`src/rtl/fxp_round_pkg.sv`:
```
package fxp_round_pkg;
  typedef enum logic [1:0] {
    RND_NEAR_UP   = 2'd0,
    RND_NEAR_EVEN = 2'd1,
    RND_DOWN      = 2'd2,
    RND_ODD       = 2'd3
  } rnd_mode_e;
endpackage

```
`src/rtl/fxp_round_weights.sv`:
```
// Builds lsb/half weights and the masks of bits strictly below each.
module fxp_round_weights #(
  parameter int DATA_W = 16,
  localparam int GB_W  = $clog2(DATA_W),
  localparam int EXT_W = DATA_W + 1
) (
  input  logic [GB_W-1:0]  gb_i,
  output logic [EXT_W-1:0] lsb_o,
  output logic [EXT_W-1:0] half_o,
  output logic [EXT_W-1:0] below_lsb_o,
  output logic [EXT_W-1:0] below_half_o
);
  always_comb begin
    lsb_o        = EXT_W'(1) << gb_i;
    half_o       = lsb_o >> 1;
    below_lsb_o  = lsb_o - EXT_W'(1);
    below_half_o = below_lsb_o >> 1; // zero when gb is 0
  end
endmodule

```
`src/rtl/fxp_round_detect.sv`:
```
// Extracts the bits that the rounding decision depends on.
module fxp_round_detect #(
  parameter int DATA_W = 16,
  localparam int EXT_W = DATA_W + 1
) (
  input  logic [EXT_W-1:0] value_i,
  input  logic [EXT_W-1:0] lsb_i,
  input  logic [EXT_W-1:0] half_i,
  input  logic [EXT_W-1:0] below_lsb_i,
  input  logic [EXT_W-1:0] below_half_i,
  output logic             lsb_bit_o,
  output logic             half_bit_o,
  output logic             sticky_half_o,
  output logic             sticky_lsb_o
);
  always_comb begin
    lsb_bit_o     = |(value_i & lsb_i);
    half_bit_o    = |(value_i & half_i);
    sticky_half_o = |(value_i & below_half_i);
    sticky_lsb_o  = |(value_i & below_lsb_i);
  end
endmodule

```
`src/rtl/fxp_round_adjust.sv`:
```
// Applies the mode-specific adjustment.
module fxp_round_adjust
  import fxp_round_pkg::*;
#(
  parameter int DATA_W = 16,
  localparam int EXT_W = DATA_W + 1
) (
  input  logic [EXT_W-1:0] value_i,
  input  rnd_mode_e        mode_i,
  input  logic [EXT_W-1:0] lsb_i,
  input  logic [EXT_W-1:0] half_i,
  input  logic             lsb_bit_i,
  input  logic             half_bit_i,
  input  logic             sticky_half_i,
  input  logic             sticky_lsb_i,
  output logic [EXT_W-1:0] value_o
);
  logic ne_up;

  always_comb begin
    ne_up = half_bit_i & (sticky_half_i | lsb_bit_i);
    unique case (mode_i)
      RND_NEAR_UP:   value_o = value_i + half_i;
      RND_NEAR_EVEN: value_o = ne_up ? value_i + lsb_i : value_i;
      RND_DOWN:      value_o = value_i;
      RND_ODD:       value_o = sticky_lsb_i ? (value_i | lsb_i) : value_i;
      default:       value_o = value_i;
    endcase
  end
endmodule

```
`src/rtl/fxp_round_inc.sv`:
```
module fxp_round_inc
  import fxp_round_pkg::*;
#(
  parameter int DATA_W = 16,
  localparam int GB_W  = $clog2(DATA_W),
  localparam int EXT_W = DATA_W + 1
) (
  input  logic [DATA_W-1:0] value_i,
  input  logic [GB_W-1:0]   gb_i,
  input  logic [1:0]        mode_i,
  output logic [EXT_W-1:0]  value_o
);
  logic [EXT_W-1:0] ext_val;
  logic [EXT_W-1:0] lsb_w, half_w, below_lsb_w, below_half_w;
  logic             lsb_bit, half_bit, sticky_half, sticky_lsb;
  rnd_mode_e        mode;

  assign ext_val = {1'b0, value_i};
  assign mode    = rnd_mode_e'(mode_i);

  fxp_round_weights #(.DATA_W(DATA_W)) i_weights (
    .gb_i         (gb_i),
    .lsb_o        (lsb_w),
    .half_o       (half_w),
    .below_lsb_o  (below_lsb_w),
    .below_half_o (below_half_w)
  );

  fxp_round_detect #(.DATA_W(DATA_W)) i_detect (
    .value_i       (ext_val),
    .lsb_i         (lsb_w),
    .half_i        (half_w),
    .below_lsb_i   (below_lsb_w),
    .below_half_i  (below_half_w),
    .lsb_bit_o     (lsb_bit),
    .half_bit_o    (half_bit),
    .sticky_half_o (sticky_half),
    .sticky_lsb_o  (sticky_lsb)
  );

  fxp_round_adjust #(.DATA_W(DATA_W)) i_adjust (
    .value_i       (ext_val),
    .mode_i        (mode),
    .lsb_i         (lsb_w),
    .half_i        (half_w),
    .lsb_bit_i     (lsb_bit),
    .half_bit_i    (half_bit),
    .sticky_half_i (sticky_half),
    .sticky_lsb_i  (sticky_lsb),
    .value_o       (value_o)
  );

  always_comb begin

    round_down_pass_chk: assert (mode != RND_DOWN || value_o == ext_val)
      else $error("round down altered value");

    zero_gb_pass_chk: assert (gb_i != '0 || value_o == ext_val)
      else $error("gb of zero altered value");

    no_wrap_chk: assert (value_o >= ext_val)
      else $error("adjusted value wrapped");

    near_up_step_chk: assert (mode != RND_NEAR_UP || (value_o - ext_val) < lsb_w)
      else $error("nearest-up step too large");

    near_even_step_chk: assert (mode != RND_NEAR_EVEN ||
                                value_o == ext_val || value_o - ext_val == lsb_w)
      else $error("nearest-even step not 0 or lsb");

    odd_jam_chk: assert (mode != RND_ODD || !sticky_lsb || (value_o & lsb_w) != '0)
      else $error("round to odd missed jam");
  end
endmodule

```
`config.mk`:
```
export PLATFORM = sky130hd
export DESIGN_NAME = fxp_round_inc
export DESIGN_NICKNAME = d
export VERILOG_FILES = /design/src/rtl/fxp_round_pkg.sv /design/src/rtl/fxp_round_weights.sv /design/src/rtl/fxp_round_detect.sv /design/src/rtl/fxp_round_adjust.sv /design/src/rtl/fxp_round_inc.sv
export SDC_FILE = /design/constraint.sdc
export NUM_CORES = 1
export LEC_CHECK = 0
export ABC_AREA = 1
export BUFFER_PORTS_ARGS = -buffer_cell sky130_fd_sc_hd__buf_2
export CAP_MARGIN = 5
export CORE_MARGIN = 1
export CORE_UTILIZATION = 40
export DETAILED_ROUTE_END_ITERATION = 10
export GPL_ROUTABILITY_DRIVEN = 1
export MAX_ROUTING_LAYER = met4
export SLEW_MARGIN = 40
export SYNTH_ARGS = -nofsm -noshare
export SYNTH_HDL_FRONTEND = slang
export SYNTH_SLANG_ARGS = --single-unit
```
`constraint.sdc`:
```
create_clock -name vclk -period 7.43
set_clock_uncertainty 0.2 [all_clocks]
set_input_delay 1.8575 -clock vclk [all_inputs]
set_output_delay 1.8575 -clock vclk [all_outputs]
set_load 0.05 [all_outputs]
```
# == After elaboration in Yosys (flattened, before gate mapping) ==
# Index checks and enable logic that the tools add are counted.
# word_totals
reg_bits,0
latchBits,0
mem_bits_rw,0
mem_bits_ro,0
inputBits,22
output_inout_bits,17
elab_cells,22
memories,0
# op_classes
addsub,3
mul,0
n_div,0
magnitude_cmp,0
eq_ne,3
shifts,1
n_mux,3
bitwise,7
reduce_logical,5
# ops
cell,n
one-hot mux 17 bit (4 select lines),1
OR reduction 17 bit,4
bitwise AND 16 x 17 -> 17 bit,2
2-to-1 mux 17 bit,2
bitwise AND 16 bit,2
adder 16 x 16 -> 17 bit,1
adder 16 x 17 -> 17 bit,1
OR 16 x 17 -> 17 bit,1
"left shift 1 x 4 -> 17 bit, first input constant",1
"subtractor 17 x 1 -> 17 bit, second input constant",1
"equality test 2 bit, second input constant",2
"equality test 2 x 1 -> 1 bit, second input constant",1
zero test 2 bit,1
bitwise AND 1 bit,1
OR 1 bit,1

# == Longest topological paths before layout ==
# depth
ltp_word,8
ltp_mapped,21
depth_no_buf,19

# == Modules after synthesis ==
# Synthesis repeated with hierarchy kept, for this count alone.
# hier_totals
hier_cells,823
hier_area_um2,4126.5
# by_module_without_submodules
module,instances,cells_each,area_each_um2,seq_area_each_um2
fxp_round_adjust,1,583,3000.4,0.0
fxp_round_weights,1,115,631.9,0.0
fxp_round_detect,1,124,490.5,0.0
fxp_round_inc,1,1,3.8,0.0

# == Worst setup path before layout ==
# OpenSTA, ideal clock, no wires.
# synth_path
path_type,input port to output port
start,input gb_i[2]
end,output value_o[16]
arrival_time_ns,4.878
required_time_ns,5.372
slack_ns,0.494
stages,15
n_path_buf,3
cell_sequence,buf_4 > nor2_1 > inv_1 > nor3_1 > inv_1 > ha_1 > clkbuf_1 > nand3_2 > nor2_1 > nand3_1 > nand3_1 > nand3_4 > buf_4 > nand3_1 > o21ai_0
# synth_via
elab_chain_cells,8
word_cells_on_any_way,18
cone_classes,3 x add/sub; 1 x shift; 3 x mux; 7 x bitwise; 4 x reduce/logical
# synth_lines
item,line,rtl
"start, declared",fxp_round_inc.sv:9,"input logic [GB_W-1:0] gb_i,"
left shift 1 x 4 -> 17 bit (*),fxp_round_weights.sv:14,lsb_o = EXT_W'(1) << gb_i;
subtractor 17 x 1 -> 17 bit,fxp_round_weights.sv:16,below_lsb_o = lsb_o - EXT_W'(1);
bitwise AND 16 bit,fxp_round_detect.sv:19,sticky_half_o = |(value_i & below_half_i);
OR reduction 17 bit,fxp_round_detect.sv:19,
OR 1 bit,fxp_round_adjust.sv:21,ne_up = half_bit_i & (sticky_half_i | lsb_bit_i);
bitwise AND 1 bit,fxp_round_adjust.sv:21,
2-to-1 mux 17 bit,fxp_round_adjust.sv:24,RND_NEAR_EVEN: value_o = ne_up ? value_i + lsb_i : value_i;
one-hot mux 17 bit (4 select lines) (*),fxp_round_adjust.sv:22,unique case (mode_i)
"end, declared",fxp_round_inc.sv:11,output logic [EXT_W-1:0] value_o
# Mark *: on every way between the ends. The rest lies on a longest branch, timed or not.

# == Worst setup path after layout ==
# layout_path
start,input gb_i[2]
end,output value_o[10]
# Same word-level chain as after synthesis.

==> run_results.csv <==
group,metric,value,unit
run_status,status,"complete, no violations",
worst_setup_path,crit_type,"in -> out",
timing,slew_headroom,0.478,
logic_synthesis,synth_top_area_cell,"nand2_1",
logic_synthesis,synthSimpleGateAreaFrac,0.515,
logic_synthesis,ys_seq_area_frac,0,
clock_tree,hold_buffers,0,
timing,max_slew.worst_pin.slew,0.782,ns
global_routing,track_usage,0.338,
detailed_routing,ant_nets,0,
global_routing,grt_pass1_wl,22.3,mm
timing,period_share,0.940,
global_routing,grt_max_degree,19,
global_routing,grt-ovfl-total,0,
worst_setup_path,end_kind,"output pin",
floorplan,core_area,8220,µm²
detailed_routing,dr_total_vias,4472,
run,drv_cap,0,
layout,layout_commonest_cell,"nand2_1",
layout,n_clock_buffer,0,
placement,placed_cell_area,3720,µm²
timing,grt_setup_unrepaired,"no",
hold_path,hp-class,"in -> out",
hold_path,min_from,"mode_i[1]",
worst_setup_path,startpoint_type,"primary input",
logic_synthesis,netlist_area,3410,µm²
layout,mostFrequentLayoutCells,"nand2_1, nand3_1, inv_1",
timing,fmax,143,MHz
worst_setup_path,cp.arrival,4.93,ns
worst_setup_path,crit_end,"value_o[10]",
timing,setup_viol,0,
clock_tree,post_cts_buffers,0,
layout,drive_above_1_share,0.123,
timing,final_hold_viol_count,0,
floorplan,rows,33,
worst_setup_path,cp_max_fo,10,
logic_synthesis,avgSynthCellArea,5.46,µm²
detailed_routing,vias_per_cell,5.85,
floorplan,die_w,94.3,µm
layout,sequential_cell_total,0,
logic_synthesis,synth_top_area_frac,0.192,
placement,globalplace.congestion,1.05,
placement,dp_hpwl,11.9,mm
logic_synthesis,synthCells,624,
worst_setup_path,startpoint,"gb_i[2]",
detailed_routing,totalWireLength,14.4,mm
global_routing,antenna_found_initial,0,
power,ir_drop,0.0450,mV
detailed_routing,firstDrtPassIters,5,
power,power_leakage,2.10,nW
timing,post-route-min-period,6.98,ns
layout,final_area,3720,µm²
global_routing,grt_pass1_vias,4228,
layout,fin_nets,734,
timing,setup_tns,0,ns
clock_tree,post_cts_resized,0,
detailed_routing,wire_per_inst,18.8,µm
logic_synthesis,yosysWarnings,0,
floorplan,die_h,94.3,µm
layout,fillCellCount,930,
layout,seqCellArea,0,µm²
logic_synthesis,synth_top_family_by_area,"simple AND/OR/NAND/NOR gates",
logic_synthesis,synth_nets,697,
logic_synthesis,synth.area.top_cells,"nand2_1, ha_1, nand3_1, inv_1, nor2_1",
logic_synthesis,synth_xor_area_frac,0.0540,
logic_synthesis,synth_cell_types,35,
placement,io_buffers,39,
detailed_routing,drt_iter0_markers,436,
layout,area_growth,9.18,%
detailed_routing,drc,0,
timing,final_max_slew_viol_count,0,
layout,antennaDiodeCount,0,
logic_synthesis,synth_fa_ha_area_frac,0.192,
floorplan,num_io_pins,39,
power,power_density,72.7,nW/µm²
floorplan,die-area,8890,µm²
floorplan,start_util,0.415,
logic_synthesis,synthMuxAreaShare,0,
worst_setup_path,worstPathRequired,5.37,ns
logic_synthesis,synth_compound_area_frac,0.107,
Yosys cell counts, types with 2 or more instances:
cell / instances
a31oi_1: 3
nand2_1: 174
o21ai_1: 2
buf_6: 4
nor4_1: 4
inv_2: 6
nor2_1: 51
a21boi_0: 3
nand3_1: 99
o2111ai_1: 2
nand3_4: 3
xnor2_1: 9
a21oi_1: 32
clkbuf_1: 5
fa_1: 2
xor2_1: 12
nor2_4: 2
nand4_1: 22
nor3_1: 5
nor2_2: 4
ha_1: 49
nand2_2: 3
nand3_2: 4
buf_4: 4
or2_2: 3
o21ai_0: 22
buf_2: 3
inv_1: 85
power breakdown:
part | leakage [nW] | internal (mW) | total [mW] | switching (mW)
Combinational | 2.10 | 0.0757 | 0.271 | 0.195
Clock | 0 | 0 | 0 | 0
Sequential | 0 | 0 | 0 | 0
Total | 2.10 | 0.0757 | 0.271 | 0.195
routing by layer:
layer / vias to the layer above / part of all wire / GRT usage
met1: 2035 / 0.42 / 0.419
met4: 0 / 0.049 / 0.147
met5: - / 0 / -
met2: 255 / 0.45 / 0.560
met3: 62 / 0.078 / 0.0259
li1: 2120 / - / -
metrics by stage:
stage | power [mW] | setup slack (ns) | util | std cells | hold WS, ns
after floorplan | 0.189 | 0.494 | - | 624 | 3.99
after global placement | 0.266 | 0.389 | 0.452 | 764 | 4.04
after detailed placement | 0.264 | 0.434 | 0.453 | 764 | 4.06
after CTS | 0.265 | 0.434 | 0.453 | 764 | 4.06
after global routing | 0.292 | 0.167 | 0.453 | 764 | 4.08
final | 0.271 | 0.447 | 0.453 | 764 | 4.06
kinds of logic after synthesis:
group	Yosys count
adders and majority gates	51
and+or+nand+nor	378
xor gates and xnor gates	21
buffers and inverters	107
AOI/OAI and AO/OA	67
how the worst min path moves through the flow:
| stage | cells past startpoint | end | slack, ns |
|---|---|---|---|
| after CTS | 4 | value_o[16] | 4.06 |
| after detailed placement | 4 | value_o[16] | 4.06 |
| final | 6 | value_o[9] | 4.06 |
| after floorplan | 4 | value_o[0] | 3.99 |
| after global placement | 4 | value_o[16] | 4.04 |
| after global routing | 4 | value_o[16] | 4.08 |
final cells by class:
cell class / count / area (µm²) / area share
timing repair buffer: 51 / 285 / 0.0767
tap: 105 / 131 / 0.0353
inverter: 91 / 342 / 0.0918
multi-input combinational: 517 / 2960 / 0.796
critical path, cell delays in order:
cell,delay (ns)
buf_2,0.21
inv_1,0.13
nand2_1,0.11
nor2_1,0.07
ha_1,0.25
fa_1,0.45
nand3_1,0.09
nand3_1,0.15
a21boi_0,0.39
o21ai_0,0.22
nand2_1,0.14
nand2_1,0.06
nand2_1,0.06
nand2_1,0.07
nand3_1,0.17
nand3_1,0.12
nand3_1,0.09
buf_2,0.26
No activity file was read; power rests on OpenSTA's default activity.
